[config.mk]
export PLATFORM = sky130hd
export DESIGN_NAME = dual_dntimer
export DESIGN_NICKNAME = d
export VERILOG_FILES = /design/src/rtl/dtmr_pkg.sv /design/src/rtl/dtmr_prescale.sv /design/src/rtl/dtmr_channel.sv /design/src/rtl/dual_dntimer.sv
export SDC_FILE = /design/constraint.sdc
export NUM_CORES = 1
export LEC_CHECK = 0
export ABC_AREA = 1
export BUFFER_PORTS_ARGS = -buffer_cell sky130_fd_sc_hd__buf_2
export CAP_MARGIN = 10
export CORE_MARGIN = 5
export CORE_UTILIZATION = 42
export CTS_CLUSTER_DIAMETER = 100
export DETAILED_ROUTE_END_ITERATION = 16
export SYNTH_ARGS = -nofsm -noshare
export SYNTH_HDL_FRONTEND = slang
export SYNTH_SLANG_ARGS = --single-unit
[constraint.sdc]
create_clock -name clk -period 5.3 [get_ports clk]
set_clock_uncertainty 0.15 [all_clocks]
set_input_delay 0.795 -clock clk [delete_from_list [all_inputs] [get_ports clk]]
set_output_delay 0.795 -clock clk [all_outputs]
set_load 0.03 [all_outputs]
[src/rtl/dtmr_pkg.sv]
package dtmr_pkg;
  localparam int NT          = 2;
  localparam int DIV_W       = 3;
  localparam int EN_STRIDE   = 2;
  localparam int REF_BASE    = 11;
  localparam int DIV_BASE    = 19;
  localparam int FLAG_STRIDE = 8;
  localparam int OFS_CTRL    = 'h00;
  localparam int OFS_STAT    = 'h04;
  localparam int OFS_RLD     = 'h10;
  localparam int OFS_VAL     = 'h14;
  localparam int OFS_STRIDE  = 'h08;
endpackage

[src/rtl/dtmr_prescale.sv]
module dtmr_prescale #(
  parameter int DIV_W = 3
) (
  input  logic             clk,
  input  logic             rst_n,
  input  logic             run,
  input  logic             restart,
  input  logic             ref_sel,
  input  logic             ref_tick,
  input  logic [DIV_W-1:0] div,
  output logic             tick
);
  localparam int CW = (1 << DIV_W) - 1;

  logic [CW-1:0] pc_q, pc_d, mask;
  logic          at_end, pc_en;

  always_comb begin
    mask   = ~({CW{1'b1}} << div);
    at_end = (pc_q == mask);
    tick   = run && (ref_sel ? ref_tick : at_end);
    if (restart || !run || ref_sel || at_end) pc_d = '0;
    else                                     pc_d = pc_q + CW'(1);
    pc_en  = (pc_d != pc_q);
  end

  always_ff @(posedge clk or negedge rst_n) begin
    if (!rst_n)     pc_q <= '0;
    else if (pc_en) pc_q <= pc_d;
  end
endmodule

[src/rtl/dtmr_channel.sv]
module dtmr_channel #(
  parameter int DW = 32
) (
  input  logic          clk,
  input  logic          rst_n,
  input  logic          tick,
  input  logic          reload_mode,
  input  logic          val_wr,
  input  logic          rld_wr,
  input  logic          clr,
  input  logic [DW-1:0] wdata,
  output logic [DW-1:0] cnt_o,
  output logic [DW-1:0] rld_o,
  output logic          flag_o,
  output logic          expire_o
);
  logic [DW-1:0] cnt_q, cnt_d, rld_q;
  logic          flag_q, flag_d, cnt_en;

  always_comb begin
    expire_o = tick && !val_wr && (cnt_q == '0);
    cnt_en   = val_wr || tick;
    if (val_wr)        cnt_d = wdata;
    else if (expire_o) cnt_d = reload_mode ? rld_q : '0;
    else               cnt_d = cnt_q - DW'(1);
    if (expire_o)      flag_d = 1'b1;
    else if (clr)      flag_d = 1'b0;
    else               flag_d = flag_q;
  end

  always_ff @(posedge clk or negedge rst_n) begin
    if (!rst_n) begin
      cnt_q  <= '0;
      rld_q  <= '0;
      flag_q <= 1'b0;
    end else begin
      if (cnt_en) cnt_q <= cnt_d;
      if (rld_wr) rld_q <= wdata;
      flag_q <= flag_d;
    end
  end

  assign cnt_o  = cnt_q;
  assign rld_o  = rld_q;
  assign flag_o = flag_q;
endmodule

[src/rtl/dual_dntimer.sv]
module dual_dntimer
  import dtmr_pkg::*;
#(
  parameter int DW     = 32,
  parameter int ADDR_W = 8
) (
  input  logic              clk,
  input  logic              rst_n,
  input  logic              ref_tick,
  input  logic              bus_wr,
  input  logic [ADDR_W-1:0] bus_addr,
  input  logic [DW-1:0]     bus_wdata,
  output logic [DW-1:0]     bus_rdata,
  output logic [NT-1:0]     irq
);
  logic [1:0] rst_pipe;
  logic       rst_core_n;

  always_ff @(posedge clk or negedge rst_n) begin
    if (!rst_n) rst_pipe <= 2'b00;
    else        rst_pipe <= {rst_pipe[0], 1'b1};
  end
  assign rst_core_n = rst_pipe[1];

  logic ctrl_wr, stat_wr;
  logic [NT-1:0] en_q, en_d, rm_q, rm_d, ref_q, ref_d, halt_q, halt_d;
  logic [NT-1:0] tick, expire, flag, val_wr, rld_wr, clr, restart, run;
  logic [NT-1:0][DIV_W-1:0] div_q, div_d, wdiv;
  logic [NT-1:0][DW-1:0]    cnt, rld;

  always_comb begin
    ctrl_wr = bus_wr && (bus_addr == ADDR_W'(OFS_CTRL));
    stat_wr = bus_wr && (bus_addr == ADDR_W'(OFS_STAT));
    for (int i = 0; i < NT; i++) begin
      val_wr[i]  = bus_wr && (bus_addr == ADDR_W'(OFS_VAL + OFS_STRIDE * i));
      rld_wr[i]  = bus_wr && (bus_addr == ADDR_W'(OFS_RLD + OFS_STRIDE * i));
      clr[i]     = stat_wr && !bus_wdata[FLAG_STRIDE * i];
      wdiv[i]    = bus_wdata[DIV_BASE + DIV_W * i +: DIV_W];
      restart[i] = ctrl_wr && (wdiv[i] != div_q[i]);
      run[i]     = en_q[i] && !halt_q[i];
      en_d[i]    = en_q[i];
      rm_d[i]    = rm_q[i];
      ref_d[i]   = ref_q[i];
      div_d[i]   = div_q[i];
      halt_d[i]  = halt_q[i];
      if (ctrl_wr) begin
        en_d[i]  = bus_wdata[EN_STRIDE * i];
        rm_d[i]  = bus_wdata[EN_STRIDE * i + 1];
        ref_d[i] = bus_wdata[REF_BASE + i];
        div_d[i] = wdiv[i];
      end
      if (ctrl_wr || val_wr[i])         halt_d[i] = 1'b0;
      else if (expire[i] && !rm_q[i])   halt_d[i] = 1'b1;
    end
  end

  always_ff @(posedge clk or negedge rst_n) begin
    if (!rst_n) begin
      halt_q <= '0;
    end else if (!rst_core_n) begin
      halt_q <= '0;
    end else begin
      halt_q <= halt_d;
    end
  end

  always_ff @(posedge clk or negedge rst_core_n) begin
    if (!rst_core_n) begin
      en_q  <= '0;
      rm_q  <= '0;
      ref_q <= '0;
      div_q <= '0;
    end else if (ctrl_wr || (en_d != en_q)) begin
      en_q  <= en_d;
      rm_q  <= rm_d;
      ref_q <= ref_d;
      div_q <= div_d;
    end
  end

  for (genvar gi = 0; gi < NT; gi++) begin : g_tmr
    dtmr_prescale #(.DIV_W(DIV_W)) u_psc (
      .clk      (clk),
      .rst_n    (rst_core_n),
      .run      (run[gi]),
      .restart  (restart[gi]),
      .ref_sel  (ref_q[gi]),
      .ref_tick (ref_tick),
      .div      (div_q[gi]),
      .tick     (tick[gi])
    );

    dtmr_channel #(.DW(DW)) u_chn (
      .clk         (clk),
      .rst_n       (rst_core_n),
      .tick        (tick[gi]),
      .reload_mode (rm_q[gi]),
      .val_wr      (val_wr[gi]),
      .rld_wr      (rld_wr[gi]),
      .clr         (clr[gi]),
      .wdata       (bus_wdata),
      .cnt_o       (cnt[gi]),
      .rld_o       (rld[gi]),
      .flag_o      (flag[gi]),
      .expire_o    (expire[gi])
    );

    assign irq[gi] = flag[gi] & en_q[gi];
  end

  always_comb begin
    bus_rdata = '0;
    if (bus_addr == ADDR_W'(OFS_CTRL)) begin
      for (int i = 0; i < NT; i++) begin
        bus_rdata[EN_STRIDE * i]                = en_q[i];
        bus_rdata[EN_STRIDE * i + 1]            = rm_q[i];
        bus_rdata[REF_BASE + i]                 = ref_q[i];
        bus_rdata[DIV_BASE + DIV_W * i +: DIV_W] = div_q[i];
      end
    end else if (bus_addr == ADDR_W'(OFS_STAT)) begin
      for (int i = 0; i < NT; i++) bus_rdata[FLAG_STRIDE * i] = flag[i];
    end else begin
      for (int i = 0; i < NT; i++) begin
        if (bus_addr == ADDR_W'(OFS_RLD + OFS_STRIDE * i)) bus_rdata = rld[i];
        if (bus_addr == ADDR_W'(OFS_VAL + OFS_STRIDE * i)) bus_rdata = cnt[i];
      end
    end
  end
endmodule

Word level (Yosys, flattened, before mapping)

Cells that the tools add are included.

Register bits after elaboration: 160
Bits in latches: 0
Bits in writable memories: 0
ROM bits: 0
Input port bits: 44
Output and inout port bits: 34
Memories: 0

$add $sub $neg: 4
Multipliers: 0
Div/mod/pow operators: 0
Magnitude comparators: 0
Equal/unequal tests: 14
Shift-type cells: 2
Mux-type cells: 35
Bitwise operators: 4
Reductions and logical operators: 47

Operators with widths:

| operator              | count |
|---|---|
| $mux 32               | 10 |
| $logic_not 32->1      | 2 |
| $sub 32x1->32 const B | 2 |
| $mux 7                | 5 |
| $eq 8x5->1 const B    | 4 |
| $mux 23               | 1 |
| $logic_and 1x1->1     | 20 |
| $add 7x1->7 const B   | 2 |
| $eq 7x7->1            | 2 |
| $mux 1                | 14 |
| $ne 7x7->1            | 2 |
| $not 7->7             | 2 |
| $shl 7x3->7 const A   | 2 |
| $mux 6                | 2 |
| $logic_or 1x1->1      | 11 |
| $logic_not 1->1       | 10 |
| $eq 8x3->1 const B    | 1 |
| $logic_not 8->1       | 1 |
| $ne 3x1->1 const B    | 2 |
| $ne 3x3->1            | 2 |
| $mux 2                | 2 |
| $mux 4                | 1 |
| $reduce_bool 2->1     | 2 |
| $and 1x1->1           | 2 |
| other kinds (2)       | 2 |

Depth between registers and ports, before layout

Gate-level depths: netlist (run 1).

Depth after elaboration: 11
Gate-level depth with buffers: 16
Depth with buffers taken out: 15

Modules after synthesis

Synthesis (run 1) repeated with hierarchy kept, for this count alone.

Cell total of the unflattened synthesis: 1525
Area, all modules: 11254.5 sq um

By module, submodules not included:

| module                        | times used | cells an instance | area an instance (sq um) | seq. area each (sq um) |
|---|---|---|---|---|
| dtmr_channel (g_tmr[0].u_chn) | 1          | 493               | 4007.6                   | 1626.6 |
| dtmr_channel (g_tmr[1].u_chn) | 1          | 493               | 4005.1                   | 1626.6 |
| dual_dntimer                  | 1          | 391               | 2210.9                   | 400.4 |
| dtmr_prescale                 | 2          | 74                | 515.5                    | 175.2 |

Worst setup path after synthesis (run 1)

Ideal clock, no wire load.

Kind: reg-to-reg
Start: reg rst_pipe[1]
End: reg halt_q[0]
Library setup time: 0.077 ns
Arrival: 4.178 ns
Required time: 5.073 ns
Setup slack: 0.895 ns
Stages on the path, launching flop included: 5
Path buffers: 0
Cell sequence: dfrtp_1 inv_1 nor2_1 nand2_1 a21oi_1

Longest elaborated chain between the ends: 1

RTL lines:

| what                                                         | line               | source |
|---|---|---|
| start: declaration                                           | dual_dntimer.sv:16 | `logic [1:0] rst_pipe;` |
| start signal: assignment                                     | dual_dntimer.sv:21 | `else rst_pipe <= {rst_pipe[0], 1'b1};` |
| $ne 3x1->1 (no source line) / $mux 2 (equally long branches) | -                  |  |
| end signal: assignment                                       | dual_dntimer.sv:63 | `halt_q <= halt_d;` |
| end: declaration                                             | dual_dntimer.sv:26 | `logic [NT-1:0] en_q, en_d, rm_q, rm_d, ref_q, ref_d, halt_q, halt_d;` |

Parallel ways exist; a longest one is shown, timed or not.
A chain may end at the register's enable or synchronous reset.

Worst setup path in the final report (run 1)

Start: in bus_addr[1]
End: out bus_rdata[3]

Longest elaborated chain between the ends: 7

RTL lines:

| what               | line                | source |
|---|---|---|
| start: declaration | dual_dntimer.sv:11  | `input logic [ADDR_W-1:0] bus_addr,` |
| $eq 8x5->1         | dual_dntimer.sv:124 | `if (bus_addr == ADDR_W'(OFS_RLD + OFS_STRIDE * i)) bus_rdata = rld[i];` |
| $mux 32            | dual_dntimer.sv:124 |  |
| $mux 32            | dual_dntimer.sv:125 | `if (bus_addr == ADDR_W'(OFS_VAL + OFS_STRIDE * i)) bus_rdata = cnt[i];` |
| $mux 32            | dual_dntimer.sv:124 |  |
| $mux 32            | dual_dntimer.sv:125 |  |
| $mux 7             | dual_dntimer.sv:120 | `end else if (bus_addr == ADDR_W'(OFS_STAT)) begin` |
| $mux 4 *           | dual_dntimer.sv:113 | `if (bus_addr == ADDR_W'(OFS_CTRL)) begin` |
| end: declaration   | dual_dntimer.sv:13  | `output logic [DW-1:0] bus_rdata,` |

Mark *: on every way between the ends. The rest lies on a longest branch, timed or not.

==> metrics, run 1 <==
CTS tree done; clock latency on the worst-skew pair 0.44 ns; drt pass-1 iters 6; synthesized area per cell roughly 6.7 µm²; crit path max fanout 22; register area share after synthesis between 30% and 40%; count of different cell masters after synthesis 40; outcome completed; CTS-repair resized insts 0; Worst setup EP type output pin; Sink Count 160; Area Growth Syn to Fin 11.7%; number of CTS-inserted buffers 17; Rows 58; Post-DRT Antenna Nets 0; slew of the pin with the lowest slew margin ~1.3 ns; Logic pwr share 32.3%; WL final 40600 µm; Hold Path Class primary input to asynchronous set/reset pin; GRT Residual Overflow 0; synthesized cell area 0.0107 mm²; Synth top area share between 30% and 40%; WL/cell a little over 20 µm; share of layout cells above drive strength 1 under 10%; switching part of the total power ~41%; Yosys reg bits between 150 and 200; area of the core 0.0251 mm²; vias per cell 5.55; fin. max-slew vios 0; reg2reg setup slack ~1.9 ns; RSZ-0062 raised after global routing false; clock network power share 30.6%; Syn Nets around 1600; die extent in y about 170 µm; Initial Util 42.6%; commonest non-fill, non-tap cell in the layout nand2_1; CTS root buf clkbuf_16; antenna cells 0; WP data arrival around 2.9 ns; Final Hold Vio Count 0; Leak Pwr roughly 6 nW; Post-route DRC 0; Mapped Cells 1592; slew margin rel. between 10 and 15%; Post-CTS Setup Bufs 0; via count approximately 11000; peak supply drop just over 0.2 mV; cts-stage hold buffer count 0; largest net degree at the start of global routing 112; TNS Setup 0 ns; FMAX between 0.2 and 0.3 GHz; initial antenna violation count 0; post-layout min period approximately 3.8 ns; period utilisation layout between 70 and 80%; required time worst endpoint about 4.4 ns; Yosys warning count 0; GRT Total Usage between 20% and 30%; Sw Pwr around 1.8 mW; Flop pwr share 37.2%; CTS max path bufs 2; crit path launch type primary input; H-tree depth 4; Die Width around 170 µm; largest area contributor in the netlist dfrtp_1; most frequent cells in the layout nand2_1 (475), inv_1 (210), dfrtp_1 (159); vias in the first global route around 10000; Internal between 2 and 3 mW; Placer Congestion around 1.0; total die area about 0.029 mm²; worst setup path category primary input to output pin; 1st-iter DRT viols between 1000 and 1500; Pwr Total ~4.5 mW; clk slew on worst S/H paths 0.07 ns; Max Cap Viol 0; global-route wire length before repair roughly 61000 µm; total power divided by cell area around 380 mW/mm²; Layout Nets roughly 1700; largest cells by area after synthesis dfrtp_1 (37%), nand2_1 (17%), inv_1 (7.4%); Fillers 2679; IO Pins 78; Finish-stage setup viols 0; Port Buf Inserts slightly below 80; HPWL Detailed 30300 µm
-- path summary, 6_finish.rpt --
check                            startpoint                        to  depth (start not counted)
max in group asynchronous       rst_pipe[1]  g_tmr[0].u_chn.cnt_o[16]                          1
min in group clk                rst_pipe[0]               rst_pipe[1]                          0
worst min register to register  rst_pipe[0]               rst_pipe[1]                          0
worst max-delay path            bus_addr[1]              bus_rdata[3]                         10
worst min-delay path                  rst_n               rst_pipe[0]                          1
worst max register to register     div_q[4]  g_tmr[1].u_chn.cnt_o[19]                         15
-- flip-flops by register name (all words and copies together) (netlist names) --
signal / flops
g_tmr.u_chn.cnt_o: 64
rm_q: 2
div_q: 6
rst_pipe: 2
g_tmr.u_psc.pc_q: 14
g_tmr.u_chn.rld_o: 64
g_tmr.u_chn.flag_o: 2
ref_q: 2
en_q: 2
halt_q: 2
-- logic make-up (layout without fill, tap and decap cells) --
| family | after synthesis | in the layout | synth area share (%) |
|---|---|---|---|
| AND/OR/NAND/NOR | 845 | 845 | 34.0 |
| buffers and inverters | 280 | 340 | 10.5 |
| AO/OA/AOI/OAI | 238 | 238 | 12.3 |
| flip-flops | 160 | 160 | 37.4 |
| XOR/XNOR | 64 | 64 | 5.24 |
| adder cells (fa/ha/maj) | 4 | 4 | 0.468 |
| other | 1 | 1 | 0.0351 |
-- metrics by stage --
stage / utilization, % / setup WS [ns] / cell area, µm² / hold slack (ns) / std cells
3_5_place_dp: 45.0 / 1.49 / 11300 / 0.192 / 1950
2_1_floorplan: - / 0.402 / 10700 / 0.181 / 1592
5_1_grt: 47.6 / 1.35 / 11900 / 0.00141 / 1982
4_1_cts: 47.5 / 1.49 / 11900 / 0.00479 / 1981
6_report: 47.6 / 1.48 / 11900 / 0.00899 / 1982
3_3_place_gp: 45.0 / 1.52 / 11300 / 0.186 / 1950
-- routing by layer --
| metal | GRT usage, % | part of all wire, % | vias up |
|---|---|---|---|
| met4 | 13.4 | 5.1 | 0 |
| met5 | 0 | 0 | - |
| met3 | 4.45 | 7.8 | 105 |
| li1 | - | - | 5163 |
| met1 | 39.2 | 43 | 5204 |
| met2 | 42.4 | 44 | 537 |
-- synthesized netlist by cell type, drive strengths merged --
library cell  instances
a21oi                35
a22oi                 2
a32oi                 1
and2                  1
buf                  26
clkbuf               32
clkinv                3
conb                  1
dfrtp               160
ha                    4
inv                 219
nand2               484
nand3               160
nand3b                2
nand4                20
nor2                159
nor3                 17
nor3b                 2
o2111ai               2
o211ai               42
o21ai               154
o21bai                1
o31ai                 1
xnor2                11
xor2                 53
-- power by group through the flow --
stage                     clock (mW)  combinational [mW]  sequential (mW)
after floorplan                    0                1.07             1.61
after CTS                       1.39                1.43             1.67
after global placement             0                1.41             1.69
after global routing            1.44                1.65             1.70
final                           1.38                1.46             1.68
after detailed placement           0                1.42             1.69
-- cell type report --
cell class	count	area, µm²	share of cell area (%)
clock inverters	13	201	1.69
flip-flops and latches	160	4010	33.5
repair buffers	87	485	4.06
clock buffers	18	429	3.59
inverters	222	836	7.00
multi-input cells	1152	5580	46.7
well taps	330	413	3.46
-- worst max-delay path, stage by stage --
cell     delay [ns]
buf_2          0.10
nor2_2         0.14
nand2_1        0.13
nor3_4         0.17
buf_4          0.25
inv_1          0.28
buf_4          0.32
o21ai_0        0.25
o21ai_0        0.19
buf_2          0.22
(Power assumes the default switching activity.)
==> inputs of run 2 (changes only) <==
==> constraint.sdc (replaced) <==
create_clock -name clk -period 3.95 [get_ports clk]
set_clock_uncertainty 0.15 [all_clocks]
set_input_delay 0.5925 -clock clk [delete_from_list [all_inputs] [get_ports clk]]
set_output_delay 0.5925 -clock clk [all_outputs]
set_load 0.03 [all_outputs]
==> metrics, run 2 (same netlist as run 1, synthesis figures left out) <==
FMAX between 0.2 and 0.3 GHz; total power divided by cell area around 490 mW/mm²; slew margin rel. approximately 36%; worst setup path category primary input to output pin; crit path capture bus_rdata[13]; cts-stage hold buffer count 1; 1st-iter DRT viols 1176; drt pass-1 iters 5; Worst setup EP type output pin; Rows between 50 and 60; Layout Nets 1698; reg2reg setup slack about 0.84 ns; GRT Residual Overflow 0; Port Buf Inserts a little under 80; switching part of the total power a little over two fifths; clock network power share between 20% and 30%; crit path max fanout 25; via count about 11000; area of the core around 0.025 mm²; IO Pins 78; vias in the first global route 10400; GR peak layer met2; reg2reg end g_tmr[1].u_chn.cnt_o[14]; RSZ-0062 raised after global routing false; GRT Total Usage about 28%; Cell Count, Final, Fillers Out between 1500 and 2000; TNS Setup 0 ns; share of layout cells above drive strength 1 approximately a tenth; Placer Congestion approximately 1; fin. max-slew vios 0; Area Growth Syn to Fin 11.9%; CTS root buf clkbuf_16; met1 usage between 40% and 50%; Logic pwr share 33.1%; Final Hold Vio Count 0; CTS-repair resized insts 0; outcome completed; CTS tree done; most frequent cells in the layout nand2_1 (475), inv_1 (210), dfrtp_1 (159); slew of the pin with the lowest slew margin 0.953 ns; Cells after DPL slightly below 2000; largest net degree at the start of global routing between 100 and 150; WL final around 40000 µm; antenna cells 0; FF-to-FF path depth 10; Die Width 170 µm; clk slew on worst S/H paths approximately 0.070 ns; period utilisation layout roughly 92%; number of CTS-inserted buffers 17; Leak Pwr around 6.0 nW; total die area approximately 0.029 mm²; crit path launch type primary input; worst r2r src g_tmr[1].u_chn.cnt_o[0]; vias per cell between 5 and 6; Pwr Total just under 6 mW; Initial Util 42.6%; Internal 3.42 mW; met3 Usage GRT ~4%; H-tree depth 4; Post-CTS Setup Bufs 0; Flop pwr share a little under two fifths; clock latency on the worst-skew pair approximately 0.44 ns; post-layout min period around 3.6 ns; grt met2 use 43.9%; Sw Pwr 2.47 mW; required time worst endpoint roughly 3.2 ns; die extent in y approximately 170 µm; Post-route DRC 0; WP data arrival 2.88 ns; global-route wire length before repair 62500 µm; crit path launch bus_addr[6]; Sink Count 160; initial antenna violation count 0; Max Cap Viol 0; utilization after layout roughly 48%; peak supply drop between 0.2 and 0.25 mV; HPWL Detailed slightly above 30000 µm; Hold Path Class flip-flop to flip-flop; Finish-stage setup viols 0; CTS max path bufs 2; commonest non-fill, non-tap cell in the layout nand2_1; Post-DRT Antenna Nets 0; WL/cell a little over 20 µm
## run 2: cell types whose count changed in the layout (fill, tap and decap cells not counted)
cell	before	now
clkbuf_8	0	1
buf_4	8	17
clkinvlp_4	2	4
bufinv_16	4	1
inv_8	2	0
dlygate4sd3_1	0	1
inv_6	3	4
clkinv_4	2	4
## run 2: stage by stage
step,worst slack (ns),hold WS [ns],cell area (µm²)
after floorplan,0.914,0.147,10700
after global placement,0.409,0.185,11400
after detailed placement,0.400,0.186,11400
after CTS,0.416,0.198,12000
after global routing,0.188,0.200,12000
final,0.327,0.196,12000
## run 2: final cells by class
cell class | count | area [µm²]
Clock inverter | 13 | 130
Multi-Input combinational cell | 1152 | 5580
Timing Repair Buffer | 97 | 563
Fill cell | 2678 | 13100
Tap cell | 330 | 413
Sequential cell | 160 | 4010
Clock buffer | 19 | 443
Inverter | 222 | 836
## run 2: worst min path at each step
stage / endpoint / cells past startpoint / startpoint
global placement: rst_pipe[1] / 0 / rst_pipe[0]
CTS: rst_pipe[1] / 0 / rst_pipe[0]
finish: rst_pipe[1] / 0 / rst_pipe[0]
detailed placement: rst_pipe[1] / 0 / rst_pipe[0]
global route: rst_pipe[1] / 0 / rst_pipe[0]
floorplan: halt_q[0] / 0 / rst_n
## run 2: power groups by stage
| stage | Sequential [mW] | Combinational (mW) | Clock [mW] |
|---|---|---|---|
| 6_report | 2.26 | 1.95 | 1.68 |
| 5_1_grt | 2.29 | 2.19 | 1.75 |
| 4_1_cts | 2.25 | 1.91 | 1.70 |
| 3_5_place_dp | 2.28 | 1.89 | 0 |
| 3_3_place_gp | 2.28 | 1.87 | 0 |
| 2_1_floorplan | 2.16 | 1.43 | 0 |
## run 2: critical path: stages
cell	delay (ns)
buf_2	0.07
inv_1	0.06
nand4_4	0.17
nor2_1	0.06
nand2_1	0.06
clkinv_1	0.73
buf_4	0.51
nand2_1	0.08
o211ai_1	0.07
o21ai_0	0.11
o21ai_0	0.13
buf_2	0.23
## run 2: routing by layer
metal	up-vias	routed length, µm
met1	5284	17800
met3	91	3310
met2	555	18100
met4	0	1820
li1	5171	-
met5	-	0
==> inputs of run 3 (changes only) <==
--- a/config.mk
+++ b/config.mk
@@ -12,6 +12,8 @@
 export CORE_UTILIZATION = 42
 export CTS_CLUSTER_DIAMETER = 100
 export DETAILED_ROUTE_END_ITERATION = 16
+export GPL_TIMING_DRIVEN = 0
+export REMOVE_ABC_BUFFERS = 1
 export SYNTH_ARGS = -nofsm -noshare
 export SYNTH_HDL_FRONTEND = slang
 export SYNTH_SLANG_ARGS = --single-unit
==> metrics, run 3 (same netlist as run 1, synthesis figures left out) <==
clock network power share between 20 and 30%; largest net degree at the start of global routing 57; crit path launch type primary input; total power divided by cell area between 400 and 500 mW/mm²; Post-route DRC 0; Layout Nets between 1500 and 2000; outcome completed; Hold Path Class flip-flop to flip-flop; CTS root buf clkbuf_16; Final Hold Vio Count 0; CTS-repair resized insts 0; switching part of the total power between 30% and 40%; via count between 10000 and 15000; vias in the first global route between 10000 and 15000; GRT Total Usage between 20% and 30%; FMAX 0.269 GHz; most frequent cells in the layout nand2_1 (475), inv_1 (210), dfrtp_1 (159); Place WS -0.242 ns; Post-DRT Antenna Nets 0; crit path max fanout 34; Rows 58; CTS max path bufs 2; Die Width around 170 µm; period utilisation layout a little over nine tenths; Initial Util between 40% and 50%; total die area around 0.029 mm²; number of CTS-inserted buffers 17; vias per cell approximately 5.5; 1st-iter DRT viols between 1000 and 1500; commonest non-fill, non-tap cell in the layout nand2_1; required time worst endpoint about 3.2 ns; worst setup path category primary input to output pin; Port Buf Inserts 77; GRT Residual Overflow 0; clock latency on the worst-skew pair approximately 0.43 ns; area of the core between 0.02 and 0.03 mm²; fin. max-slew vios 0; WL final around 38000 µm; Area Growth Syn to Fin 12.9%; Finish-stage setup viols 0; IO Pins 78; clk slew on worst S/H paths about 0.06 ns; post-layout min period ~3.7 ns; Worst Setup Slack, final roughly 0.23 ns; Logic pwr share between 30% and 40%; WL/cell approximately 19 µm; Leak Pwr around 6.0 nW; die extent in y 170 µm; H-tree depth 4; peak supply drop 0.232 mV; utilization after layout 48.1%; Placer Congestion ~0.93; WP data arrival 2.98 ns; Pwr Total slightly below 6 mW; global-route wire length before repair between 50000 and 60000 µm; slew margin rel. 14.8%; CTS tree done; share of layout cells above drive strength 1 9.62%; initial antenna violation count 0; RSZ-0062 raised after global routing false; TNS Setup 0 ns; drt pass-1 iters 5; Internal 3.57 mW; Worst setup EP type output pin; slew of the pin with the lowest slew margin 1.28 ns; Max Cap Viol 0; Sw Pwr between 2 and 2.5 mW; HPWL Detailed roughly 27000 µm; Sink Count 160; Flop pwr share around 38%
## run 3: cell types whose count changed in the layout (fill, tap and decap cells not counted), sizes merged
cell / previous run / this run
diode: 0 / 1
inv: 223 / 221
clkinvlp: 4 / 2
clkbuf: 19 / 20
clkinv: 7 / 5
bufinv: 1 / 3
buf: 96 / 88
## run 3: power groups by stage
| stage | Combinational [mW] | Sequential, mW | Clock (mW) |
|---|---|---|---|
| 5_1_grt | 2.15 | 2.29 | 1.83 |
| 4_1_cts | 1.88 | 2.24 | 1.76 |
| 3_5_place_dp | 1.87 | 2.27 | 0 |
| 3_3_place_gp | 1.81 | 2.29 | 0 |
| 2_1_floorplan | 1.41 | 2.17 | 0 |
| 6_report | 1.92 | 2.25 | 1.75 |
## run 3: area by class of cell
type | count | area (µm²)
inverters | 222 | 836
multi-input cells | 1152 | 5580
clock inverters | 9 | 133
flip-flops and latches | 160 | 4010
well taps | 330 | 413
fillers | 2622 | 13000
repair buffers | 89 | 638
clock buffers | 20 | 467
diodes | 1 | 2.50
## run 3: stage by stage
stage	instance area, µm²	std cells	hold slack [ns]
after floorplan	10400	1534	0.147
after global placement	11200	1941	0.183
after detailed placement	11400	1949	0.188
after CTS	12000	1980	0.202
after global routing	12100	1982	0.222
final	12100	1983	0.202
## run 3: worst paths after layout
kind / from / to / slack [ns] / depth (start not counted)
max in group asynchronous: rst_pipe[1] / g_tmr[1].u_chn.cnt_o[14] / 2.35 / 2
max reg2reg: div_q[4] / g_tmr[1].u_chn.cnt_o[2] / 0.37 / 15
max: bus_addr[1] / bus_rdata[29] / 0.23 / 8
min: rst_pipe[0] / rst_pipe[1] / 0.20 / 0
min in group asynchronous: rst_pipe[1] / div_q[3] / 0.24 / 0
min reg2reg: rst_pipe[0] / rst_pipe[1] / 0.20 / 0
## run 3: what timing repair did
item                                    in CTS  in global routing
endpoints found under the setup margin       9                  0
hold buffers                                 1                  0
endpoints found under the hold margin        4                  0
setup buffers                                1                  0
## run 3: layer usage
| layer | share of wire (%) | wire [µm] | global-route usage [%] | vias to the layer above |
|---|---|---|---|---|
| li1 | - | - | - | 5164 |
| met1 | 43 | 16500 | 37.4 | 5153 |
| met2 | 44 | 17000 | 41.6 | 488 |
| met3 | 9.9 | 3810 | 6.94 | 77 |
| met4 | 2.9 | 1130 | 7.77 | 0 |
| met5 | 0 | 0 | 0 | - |
## run 3: critical path, cell delays in order
cell,delay [ns]
buf_2,0.10
nor2_2,0.15
nand2_1,0.13
nor3_2,0.59
inv_2,0.49
o21ai_0,0.43
o21ai_0,0.24
buf_2,0.23
